## config.mk

```make
export PLATFORM = sky130hd
export DESIGN_NAME = irq_ctx_stacker
export DESIGN_NICKNAME = d
export VERILOG_FILES = /design/src/rtl/ctx_stack_pkg.sv /design/src/rtl/ctx_rst_sync.sv /design/src/rtl/ctx_frame_codec.sv /design/src/rtl/ctx_stack_fsm.sv /design/src/rtl/ctx_stack_dp.sv /design/src/rtl/irq_ctx_stacker.sv
export SDC_FILE = /design/constraint.sdc
export NUM_CORES = 1
export LEC_CHECK = 0
export ABC_AREA = 1
export CAP_MARGIN = 20
export CELL_PAD_IN_SITES_DETAIL_PLACEMENT = 0
export CELL_PAD_IN_SITES_GLOBAL_PLACEMENT = 2
export CORE_MARGIN = 1
export CORE_UTILIZATION = 26
export CTS_CLUSTER_DIAMETER = 50
export DETAILED_ROUTE_END_ITERATION = 10
export PLACE_DENSITY = 0.76
export RECOVER_POWER = 50
export SLEW_MARGIN = 20
export SYNTH_ARGS = -nofsm -noshare
export SYNTH_HDL_FRONTEND = slang
export SYNTH_SLANG_ARGS = --single-unit
export TNS_END_PERCENT = 1
```

## constraint.sdc

```tcl
create_clock -name clk -period 3.5 [get_ports clk]
set_input_delay 0.7 -clock clk [delete_from_list [all_inputs] [get_ports clk]]
set_output_delay 0.7 -clock clk [all_outputs]
set_load 0.02 [all_outputs]
```

## src/rtl/ctx_stack_pkg.sv

```systemverilog
package ctx_stack_pkg;

  localparam int WORD_W   = 16;
  localparam int IPL_W    = 4;
  localparam int FLGLO_W  = 8;

  typedef enum logic [2:0] {
    ST_IDLE    = 3'd0,
    ST_PUSH_HI = 3'd1,
    ST_PUSH_LO = 3'd2,
    ST_POP_LO  = 3'd3,
    ST_POP_HI  = 3'd4
  } ctx_state_e;

endpackage

```

## src/rtl/ctx_rst_sync.sv

```systemverilog
module ctx_rst_sync (
  input  logic clk,
  input  logic rst_n,
  output logic core_rst_n
);

  logic [1:0] sync_q;

  // asserts at once, releases on the second clock edge
  always_ff @(posedge clk or negedge rst_n) begin
    if (!rst_n) sync_q <= 2'b00;
    else        sync_q <= {sync_q[0], 1'b1};
  end

  assign core_rst_n = sync_q[1];

endmodule

```

## src/rtl/ctx_frame_codec.sv

```systemverilog
module ctx_frame_codec
  import ctx_stack_pkg::*;
#(
  parameter int PC_W  = 20,
  parameter int FLG_W = 16
) (
  input  logic [PC_W-1:0]   pc,
  input  logic [FLG_W-1:0]  flg,
  input  logic [WORD_W-1:0] lo_word,
  input  logic [WORD_W-1:0] hi_word,
  output logic [WORD_W-1:0] push_hi,
  output logic [WORD_W-1:0] push_lo,
  output logic [PC_W-1:0]   pop_pc,
  output logic [FLG_W-1:0]  pop_flg
);

  localparam int PCH_W = PC_W - WORD_W;
  localparam int MID_W = FLG_W - IPL_W - FLGLO_W;

  // packed word: priority nibble on top, PC high bits, then low flag byte
  assign push_hi = {flg[FLG_W-1 -: IPL_W], pc[PC_W-1 -: PCH_W], flg[FLGLO_W-1:0]};
  assign push_lo = pc[WORD_W-1:0];

  assign pop_pc  = {hi_word[FLGLO_W +: PCH_W], lo_word};
  assign pop_flg = {hi_word[WORD_W-1 -: IPL_W], {MID_W{1'b0}}, hi_word[FLGLO_W-1:0]};

endmodule

```

## src/rtl/ctx_stack_fsm.sv

```systemverilog
module ctx_stack_fsm
  import ctx_stack_pkg::*;
(
  input  logic clk,
  input  logic rst_n,
  input  logic save_req,
  input  logic restore_req,
  input  logic mem_ready,
  output logic ld_ctx,
  output logic capt_lo,
  output logic fin_save,
  output logic fin_rest,
  output logic is_wr,
  output logic is_rd,
  output logic second
);

  ctx_state_e state_q, state_d;

  always_comb begin
    state_d = state_q;
    unique case (state_q)
      ST_IDLE: begin
        if (save_req)         state_d = ST_PUSH_HI;
        else if (restore_req) state_d = ST_POP_LO;
      end
      ST_PUSH_HI: if (mem_ready) state_d = ST_PUSH_LO;
      ST_PUSH_LO: if (mem_ready) state_d = ST_IDLE;
      ST_POP_LO:  if (mem_ready) state_d = ST_POP_HI;
      ST_POP_HI:  if (mem_ready) state_d = ST_IDLE;
      default:    state_d = ST_IDLE;
    endcase
  end

  always_ff @(posedge clk or negedge rst_n) begin
    if (!rst_n) state_q <= ST_IDLE;
    else        state_q <= state_d;
  end

  // requests only count while idle; save takes precedence
  assign ld_ctx   = (state_q == ST_IDLE) && (save_req || restore_req);
  assign is_wr    = (state_q == ST_PUSH_HI) || (state_q == ST_PUSH_LO);
  assign is_rd    = (state_q == ST_POP_LO)  || (state_q == ST_POP_HI);
  assign second   = (state_q == ST_PUSH_LO) || (state_q == ST_POP_HI);
  assign capt_lo  = (state_q == ST_POP_LO)  && mem_ready;
  assign fin_save = (state_q == ST_PUSH_LO) && mem_ready;
  assign fin_rest = (state_q == ST_POP_HI)  && mem_ready;

endmodule

```

## src/rtl/ctx_stack_dp.sv

```systemverilog
module ctx_stack_dp
  import ctx_stack_pkg::*;
#(
  parameter int SP_W  = 16,
  parameter int PC_W  = 20,
  parameter int FLG_W = 16
) (
  input  logic              clk,
  input  logic              rst_n,
  input  logic              ld_ctx,
  input  logic              capt_lo,
  input  logic              fin_save,
  input  logic              fin_rest,
  input  logic              is_wr,
  input  logic              is_rd,
  input  logic              second,
  input  logic [PC_W-1:0]   pc_in,
  input  logic [FLG_W-1:0]  flg_in,
  input  logic [SP_W-1:0]   sp_in,
  input  logic [WORD_W-1:0] mem_rdata,
  output logic [SP_W-1:0]   mem_addr,
  output logic [WORD_W-1:0] mem_wdata,
  output logic [SP_W-1:0]   sp_out,
  output logic [PC_W-1:0]   pc_out,
  output logic [FLG_W-1:0]  flg_out,
  output logic              done
);

  localparam int WORD_BYTES = WORD_W / 8;
  localparam logic [SP_W-1:0] STEP1 = SP_W'(WORD_BYTES);
  localparam logic [SP_W-1:0] STEP2 = SP_W'(2 * WORD_BYTES);

  logic [SP_W-1:0]   base_q;
  logic [PC_W-1:0]   pc_q;
  logic [FLG_W-1:0]  flg_q;
  logic [WORD_W-1:0] lo_q;
  logic [SP_W-1:0]   sp_q, sp_d;
  logic [PC_W-1:0]   pco_q;
  logic [FLG_W-1:0]  flgo_q;
  logic              done_q, done_d;
  logic              sp_en;

  logic [WORD_W-1:0] push_hi, push_lo;
  logic [PC_W-1:0]   pop_pc;
  logic [FLG_W-1:0]  pop_flg;

  ctx_frame_codec #(.PC_W(PC_W), .FLG_W(FLG_W)) u_codec (
    .pc      (pc_q),
    .flg     (flg_q),
    .lo_word (lo_q),
    .hi_word (mem_rdata),
    .push_hi (push_hi),
    .push_lo (push_lo),
    .pop_pc  (pop_pc),
    .pop_flg (pop_flg)
  );

  // next-state of the committed outputs
  always_comb begin
    sp_en  = fin_save || fin_rest;
    sp_d   = fin_save ? (base_q - STEP2) : (base_q + STEP2);
    done_d = fin_save || fin_rest;
  end

  // access address and data
  always_comb begin
    mem_addr  = '0;
    mem_wdata = '0;
    if (is_wr) begin
      mem_addr  = second ? (base_q - STEP2) : (base_q - STEP1);
      mem_wdata = second ? push_lo : push_hi;
    end else if (is_rd) begin
      mem_addr  = second ? (base_q + STEP1) : base_q;
    end
  end

  always_ff @(posedge clk or negedge rst_n) begin
    if (!rst_n) begin
      base_q <= '0;
      pc_q   <= '0;
      flg_q  <= '0;
    end else if (ld_ctx) begin
      base_q <= sp_in;
      pc_q   <= pc_in;
      flg_q  <= flg_in;
    end
  end

  always_ff @(posedge clk or negedge rst_n) begin
    if (!rst_n)       lo_q <= '0;
    else if (capt_lo) lo_q <= mem_rdata;
  end

  always_ff @(posedge clk or negedge rst_n) begin
    if (!rst_n)     sp_q <= '0;
    else if (sp_en) sp_q <= sp_d;
  end

  always_ff @(posedge clk or negedge rst_n) begin
    if (!rst_n) begin
      pco_q  <= '0;
      flgo_q <= '0;
    end else if (fin_rest) begin
      pco_q  <= pop_pc;
      flgo_q <= pop_flg;
    end
  end

  always_ff @(posedge clk or negedge rst_n) begin
    if (!rst_n) done_q <= 1'b0;
    else        done_q <= done_d;
  end

  assign sp_out  = sp_q;
  assign pc_out  = pco_q;
  assign flg_out = flgo_q;
  assign done    = done_q;

endmodule

```

## src/rtl/irq_ctx_stacker.sv

```systemverilog
module irq_ctx_stacker #(
  parameter int SP_W  = 16,
  parameter int PC_W  = 20,
  parameter int FLG_W = 16
) (
  input  logic             clk,
  input  logic             rst_n,
  input  logic             save_req,
  input  logic             restore_req,
  input  logic [PC_W-1:0]  pc_in,
  input  logic [FLG_W-1:0] flg_in,
  input  logic [SP_W-1:0]  sp_in,
  output logic             mem_wr,
  output logic             mem_rd,
  output logic [SP_W-1:0]  mem_addr,
  output logic [15:0]      mem_wdata,
  input  logic [15:0]      mem_rdata,
  input  logic             mem_ready,
  output logic [SP_W-1:0]  sp_out,
  output logic [PC_W-1:0]  pc_out,
  output logic [FLG_W-1:0] flg_out,
  output logic             done
);

  logic core_rst_n;
  logic ld_ctx, capt_lo, fin_save, fin_rest, is_wr, is_rd, second;

  ctx_rst_sync u_rst (
    .clk        (clk),
    .rst_n      (rst_n),
    .core_rst_n (core_rst_n)
  );

  ctx_stack_fsm u_fsm (
    .clk         (clk),
    .rst_n       (core_rst_n),
    .save_req    (save_req),
    .restore_req (restore_req),
    .mem_ready   (mem_ready),
    .ld_ctx      (ld_ctx),
    .capt_lo     (capt_lo),
    .fin_save    (fin_save),
    .fin_rest    (fin_rest),
    .is_wr       (is_wr),
    .is_rd       (is_rd),
    .second      (second)
  );

  ctx_stack_dp #(.SP_W(SP_W), .PC_W(PC_W), .FLG_W(FLG_W)) u_dp (
    .clk       (clk),
    .rst_n     (core_rst_n),
    .ld_ctx    (ld_ctx),
    .capt_lo   (capt_lo),
    .fin_save  (fin_save),
    .fin_rest  (fin_rest),
    .is_wr     (is_wr),
    .is_rd     (is_rd),
    .second    (second),
    .pc_in     (pc_in),
    .flg_in    (flg_in),
    .sp_in     (sp_in),
    .mem_rdata (mem_rdata),
    .mem_addr  (mem_addr),
    .mem_wdata (mem_wdata),
    .sp_out    (sp_out),
    .pc_out    (pc_out),
    .flg_out   (flg_out),
    .done      (done)
  );

  assign mem_wr = is_wr;
  assign mem_rd = is_rd;

endmodule

```

Yosys cells after proc, flatten, opt, wreduce, memory -nomap -nowiden
Index checks and enable logic that the tools add are counted.
{"block": "totals", "regBits": 122, "output_inout_bits": 87}
{"block": "op_classes", "n_addsub": 4, "n_eq_ne": 8, "muxes": 13, "reduce_logical": 12}
{"cell": "$mux W16", "count": 7}
{"cell": "$add A16 B2 Y16 const B", "count": 1}
{"cell": "$add A16 B3 Y16 const B", "count": 1}
{"cell": "$sub A16 B2 Y16 const B", "count": 1}
{"cell": "$sub A16 B3 Y16 const B", "count": 1}
{"cell": "$mux W3", "count": 5}
{"cell": "$pmux W3 S4", "count": 1}
{"cell": "$eq A3 B2 Y1 const B", "count": 2}
{"cell": "$logic_or A1 B1 Y1", "count": 5}
{"cell": "$logic_and A1 B1 Y1", "count": 4}
{"cell": "$ne A2 B2 Y1 const B", "count": 2}
{"cell": "$reduce_and A4 Y1", "count": 1}
{"cell": "$eq A3 B1 Y1 const B", "count": 1}
{"cell": "$eq A3 B3 Y1 const B", "count": 1}
{"cell": "$logic_not A3 Y1", "count": 1}
{"cell": "$ne A3 B3 Y1 const B", "count": 1}
{"cell": "$ne A2 B1 Y1 const B", "count": 1}
{"cell": "$reduce_or A2 Y1", "count": 1}

Depth between registers and ports, before layout
{"block": "logic_depth", "depth_word": 5, "depth_mapped": 11}

By module
From an unflattened synthesis, not the netlist that was laid out.
{"block": "hier_totals", "hier_cells": 836, "area_unflattened_um2": 6996.7}
{"module": "ctx_stack_dp", "instances": 1, "cells_per_inst": 727, "area_each_um2": 6174.7, "seq_area_each_um2": 3027.9}
{"module": "ctx_frame_codec", "instances": 1, "cells_per_inst": 69, "area_each_um2": 514.2, "seq_area_each_um2": 0.0}
{"module": "ctx_stack_fsm", "instances": 1, "cells_per_inst": 37, "area_each_um2": 254.0, "seq_area_each_um2": 75.1}
{"module": "ctx_rst_sync", "instances": 1, "cells_per_inst": 3, "area_each_um2": 53.8, "seq_area_each_um2": 50.0}

Worst setup path before layout
No wires, ideal clock.
{"block": "synth_path", "path_type": "register to output", "from": "reg u_fsm.state_q[1]", "to": "out mem_addr[7]", "arrival_time_ps": 1562, "required_ps": 2800, "path_slack_ps": 1238, "stages_incl_launch_ff": 7, "n_path_buf": 0, "path_cell_list": "dfrtp_1 nor2_2 nand2_2 nand2_4 nand3_2 xor2_1 o21ai_0"}
{"block": "synth_between", "elab_chain_cells": 5, "word_cells_on_any_way": 11, "cone_classes": "eq/ne: 4; mux: 4; reduce/logical: 3"}
{"element": "from (decl)", "line_no": "ctx_stack_fsm.sv:18", "source": "ctx_state_e state_q, state_d;"}
{"element": "from (signal assigned)", "line_no": "ctx_stack_fsm.sv:37", "source": "else state_q <= state_d;"}
{"element": "$eq A3 B2 Y1 / $eq A3 B3 Y1 (equally long branches)", "line_no": "ctx_stack_fsm.sv:42, ctx_stack_fsm.sv:44, ctx_stack_fsm.sv:43"}
{"element": "$logic_or A1 B1 Y1", "line_no": "ctx_stack_fsm.sv:44", "source": "assign second = (state_q == ST_PUSH_LO) || (state_q == ST_POP_HI);"}
{"element": "$mux W16", "line_no": "ctx_stack_dp.sv:73", "source": "mem_addr = second ? (base_q + STEP1) : base_q;"}
{"element": "$mux W16", "line_no": "ctx_stack_dp.sv:72", "source": "end else if (is_rd) begin"}
{"element": "$mux W16 *", "line_no": "ctx_stack_dp.sv:69", "source": "if (is_wr) begin"}
{"element": "to (decl)", "line_no": "irq_ctx_stacker.sv:15", "source": "output logic [SP_W-1:0] mem_addr,"}
Every way passes the cells marked *; elsewhere a longest branch is shown, timed or not.

Worst setup path in the final report
{"block": "layout_path", "from": "reg u_fsm.state_q[1]", "to": "out mem_addr[9]"}
The elaborated chain is that of the path after synthesis.

==> metrics.md <==
| Metric | Value |
|---|---|
| DRT iter0 DRCs | `274` |
| Most frequent cell after synthesis | `nand2_1` |
| WL/cell | `about 16 um` |
| Layout cells sized above 1 | `0.130` |
| Area delta synth->final | `40.2%` |
| Detailed Place HPWL | `between 10,000 and 15,000 um` |
| CTS Sinks | `118` |
| DR vias/cell | `4.41` |
| Worst-Margin Slew | `~2.2 ns` |
| DRC viols | `0` |
| H-tree levels | `4` |
| Final min period | `~3.3 ns` |
| Synth top area share | `0.479` |
| Worst-skew pair later-pin latency | `approximately 0.42 ns` |
| Synth top area cells | `dfrtp_1, nand2_1, mux2_2` |
| Outcome | `complete, but fails checks` |
| Vias in the first global route | `between 5,000 and 6,000` |
| Endpoints failing setup | `0` |
| Maximum VDD drop | `0.000405 V` |
| Detailed Route WL | `around 19,000 um` |
| Final TNS setup | `0 ns` |
| Tot Pwr | `roughly 9.2 mW` |
| GRT Overall Usage | `0.166` |
| Pint | `around 5.3 mW` |
| CTS Buf Count | `17` |
| DR vias | `5,379` |
| Final nets | `between 900 and 1,000` |
| Final hold viol count | `0` |
| Asr flop ratio synth | `1.00` |
| Switching power share of the total | `0.420` |
| Clock root buffer | `clkbuf_16` |
| Syn Area/Cell | `8.32 um2` |
| Fin cells | `1,219` |
| Post-route ant nets | `0` |
| Initial core utilization | `0.269` |
| DR pass1 iterations | `5` |
| Final WS setup | `~0.17 ns` |
| Dpl ws | `0.409 ns` |
| Cell taking the most area after synthesis | `dfrtp_1` |
| Worst-path clk slew | `~0.060 ns` |
| Worst relative slew slack | `-0.439` |
| Crit Path Class | `reg2out` |
| Post-synthesis sequential area ratio | `0.479` |
| Part of the power in registers | `0.269` |
| Die Y | `156 um` |
| FF+latch count, synth | `between 100 and 150` |
| Sw Pwr | `between 3 and 4 mW` |
| Clock share of power | `0.213` |
| Final period util | `0.951` |
| Antenna Cells | `0` |
| Io pins | `160` |
| GP Congestion | `between 0.8 and 0.9` |
| Fmax | `around 300 MHz` |
| Worst hold slack | `between 0.3 and 0.4 ns` |
| Largest net degree at the start of global routing | `65` |
| Critical path startpoint category | `register` |
| Post-synth top cells | `nand2_1, dfrtp_1, nor2_1` |
| Post-synth EDFFs | `0` |
| Logic gate share of total power | `0.517` |
| Synthesized instance count | `741` |
| Die width | `roughly 160 um` |
| Core Area | `approximately 23,000 um2` |
| Fin area | `a little under 9000 um2` |
| CP Capture Type | `primary output` |
| GRT overflow | `0` |
| CP max FO | `13` |
| Slew Viols, Final | `between 100 and 150` |
| Synthesized area | `6160 um2` |
| Final Util | `0.377` |
| Clock Tree Buf Depth | `2` |
| Row cnt | `55` |
| Initial antenna violation count | `0` |
| Power per Cell Area | `1060 nW/um2` |
| Die area | `roughly 24,000 um2` |
| Distinct cell type count after synthesis | `37` |
| Worst EP required | `approximately 2.8 ns` |
| Area after DPL | `between 8000 and 9000 um2` |
| Register area | `2960 um2` |
| Area of the multi-input gates | `between 2000 and 3000 um2` |
| Failing checks | `capacitance limit, slew limit` |
| Hold Path Class | `reg2reg` |
| Ys flop type | `dfrtp_1` |
| Fillers | `about 2,400` |
| Max-cap violation count | `2` |
| Static leakage | `roughly 3.9 nW` |
| Number of buffers added on ports | `151` |
| First-pass GRT wire length | `just over 30,000 um` |
| Placed Cells | `1,187` |
| Worst EP arrival | `~2.6 ns` |
| RSZ-0062 raised after global routing | `true` |
| TritonCTS clock tree | `done` |
| Yosys warns | `0` |
| Clock skew | `~0.0077 ns` |
[registers in the layout, summed over array words and instances (netlist names)]
name and cells:
u_rst.sync_q 2, u_dp.done 1, u_dp.pc_out 20, u_fsm.state_q 3, u_dp.pc_q 20, u_dp.flg_q 12
u_dp.lo_q 16, u_dp.sp_out 16, u_dp.flg_out 12, u_dp.base_q 16
[cells in the final DEF (no fill, tap or decap), types with 3 or more instances in the layout]
cell type	count
buf_4	9
inv_1	34
conb_1	5
clkdlybuf4s50_1	145
dlygate4sd3_1	3
inv_2	7
nand3_1	71
nand4_1	4
xor2_1	9
dlymetal6s2s_1	3
nand2_1	214
mux2_2	40
nor2_4	3
bufinv_16	5
o211ai_1	7
clkinv_4	3
o21ai_1	9
nand2_2	7
o21ai_0	44
inv_6	3
nor2_2	9
a21oi_1	25
mux2_1	9
clkbuf_16	17
nor2_1	77
dfrtp_1	116
[power by group through the flow]
stage	Clock, mW	Sequential [mW]	Combinational, mW
after floorplan	0	2.66	2.65
after global placement	0	2.49	4.85
after detailed placement	0	2.50	4.87
after CTS	2.01	2.48	4.89
after global routing	2.07	2.57	5.26
final	1.96	2.48	4.75
[kinds of logic (layout without fill, tap and decap cells)]
| kind of cell | Yosys count | in the layout | share of synthesized area |
|---|---|---|---|
| buffers and inverters | 76 | 238 | 0.0570 |
| AO/OA/AOI/OAI | 90 | 90 | 0.0778 |
| other | 2 | 5 | 0.00122 |
| AND/OR/NAND/NOR | 393 | 393 | 0.269 |
| adder cells (fa/ha/maj) | 4 | 4 | 0.00812 |
| multiplexers | 49 | 49 | 0.0950 |
| XOR/XNOR | 9 | 9 | 0.0128 |
| flip-flops | 118 | 118 | 0.479 |
[final cells by class]
cell class | instances | area share
clock buffer | 19 | 0.0513
clock inverter | 13 | 0.0252
timing repair buffer | 163 | 0.187
tap | 313 | 0.0453
inverter | 43 | 0.0187
sequential | 118 | 0.342
multi-input combinational | 550 | 0.331
[worst paths after layout]
path                            depth (start not counted)  slack [ns]             start              end
min in group asynchronous                               1        0.51             rst_n  u_rst.sync_q[0]
max in group asynchronous                               1        1.05   u_rst.sync_q[1]   u_dp.base_q[2]
worst max-delay path                                   10        0.17  u_fsm.state_q[1]      mem_addr[9]
worst min-delay path                                    0        0.35   u_rst.sync_q[0]  u_rst.sync_q[1]
worst min register to register                          0        0.35   u_rst.sync_q[0]  u_rst.sync_q[1]
worst max register to register                          1        1.05   u_rst.sync_q[1]   u_dp.base_q[2]
[critical path, cell delays in order (launching register included)]
cell	delay, ns
dfrtp_1	0.46
nor2_2	0.17
nand2_2	0.13
nand2_4	0.20
nand3_2	0.17
inv_1	0.18
nand3_1	0.10
nand2_1	0.08
nand2_1	0.05
nand2_1	0.08
clkdlybuf4s50_1	0.60
[per-layer routing]
metal  up-vias  global-route usage  share of wire
met3        14              0.0564          0.076
li1       2730                   -              -
met4         0              0.0556          0.014
met2       144               0.266           0.46
met5         -                   0              0
met1      2491               0.209           0.45
[timing repair]
action / CTS / global route
resized for setup: 4 / 15
hold buffers: 0 / 0
setup endpoints to repair: 3 / 28
setup buffers: 0 / 0
No activity file was read; power rests on OpenSTA's default activity.
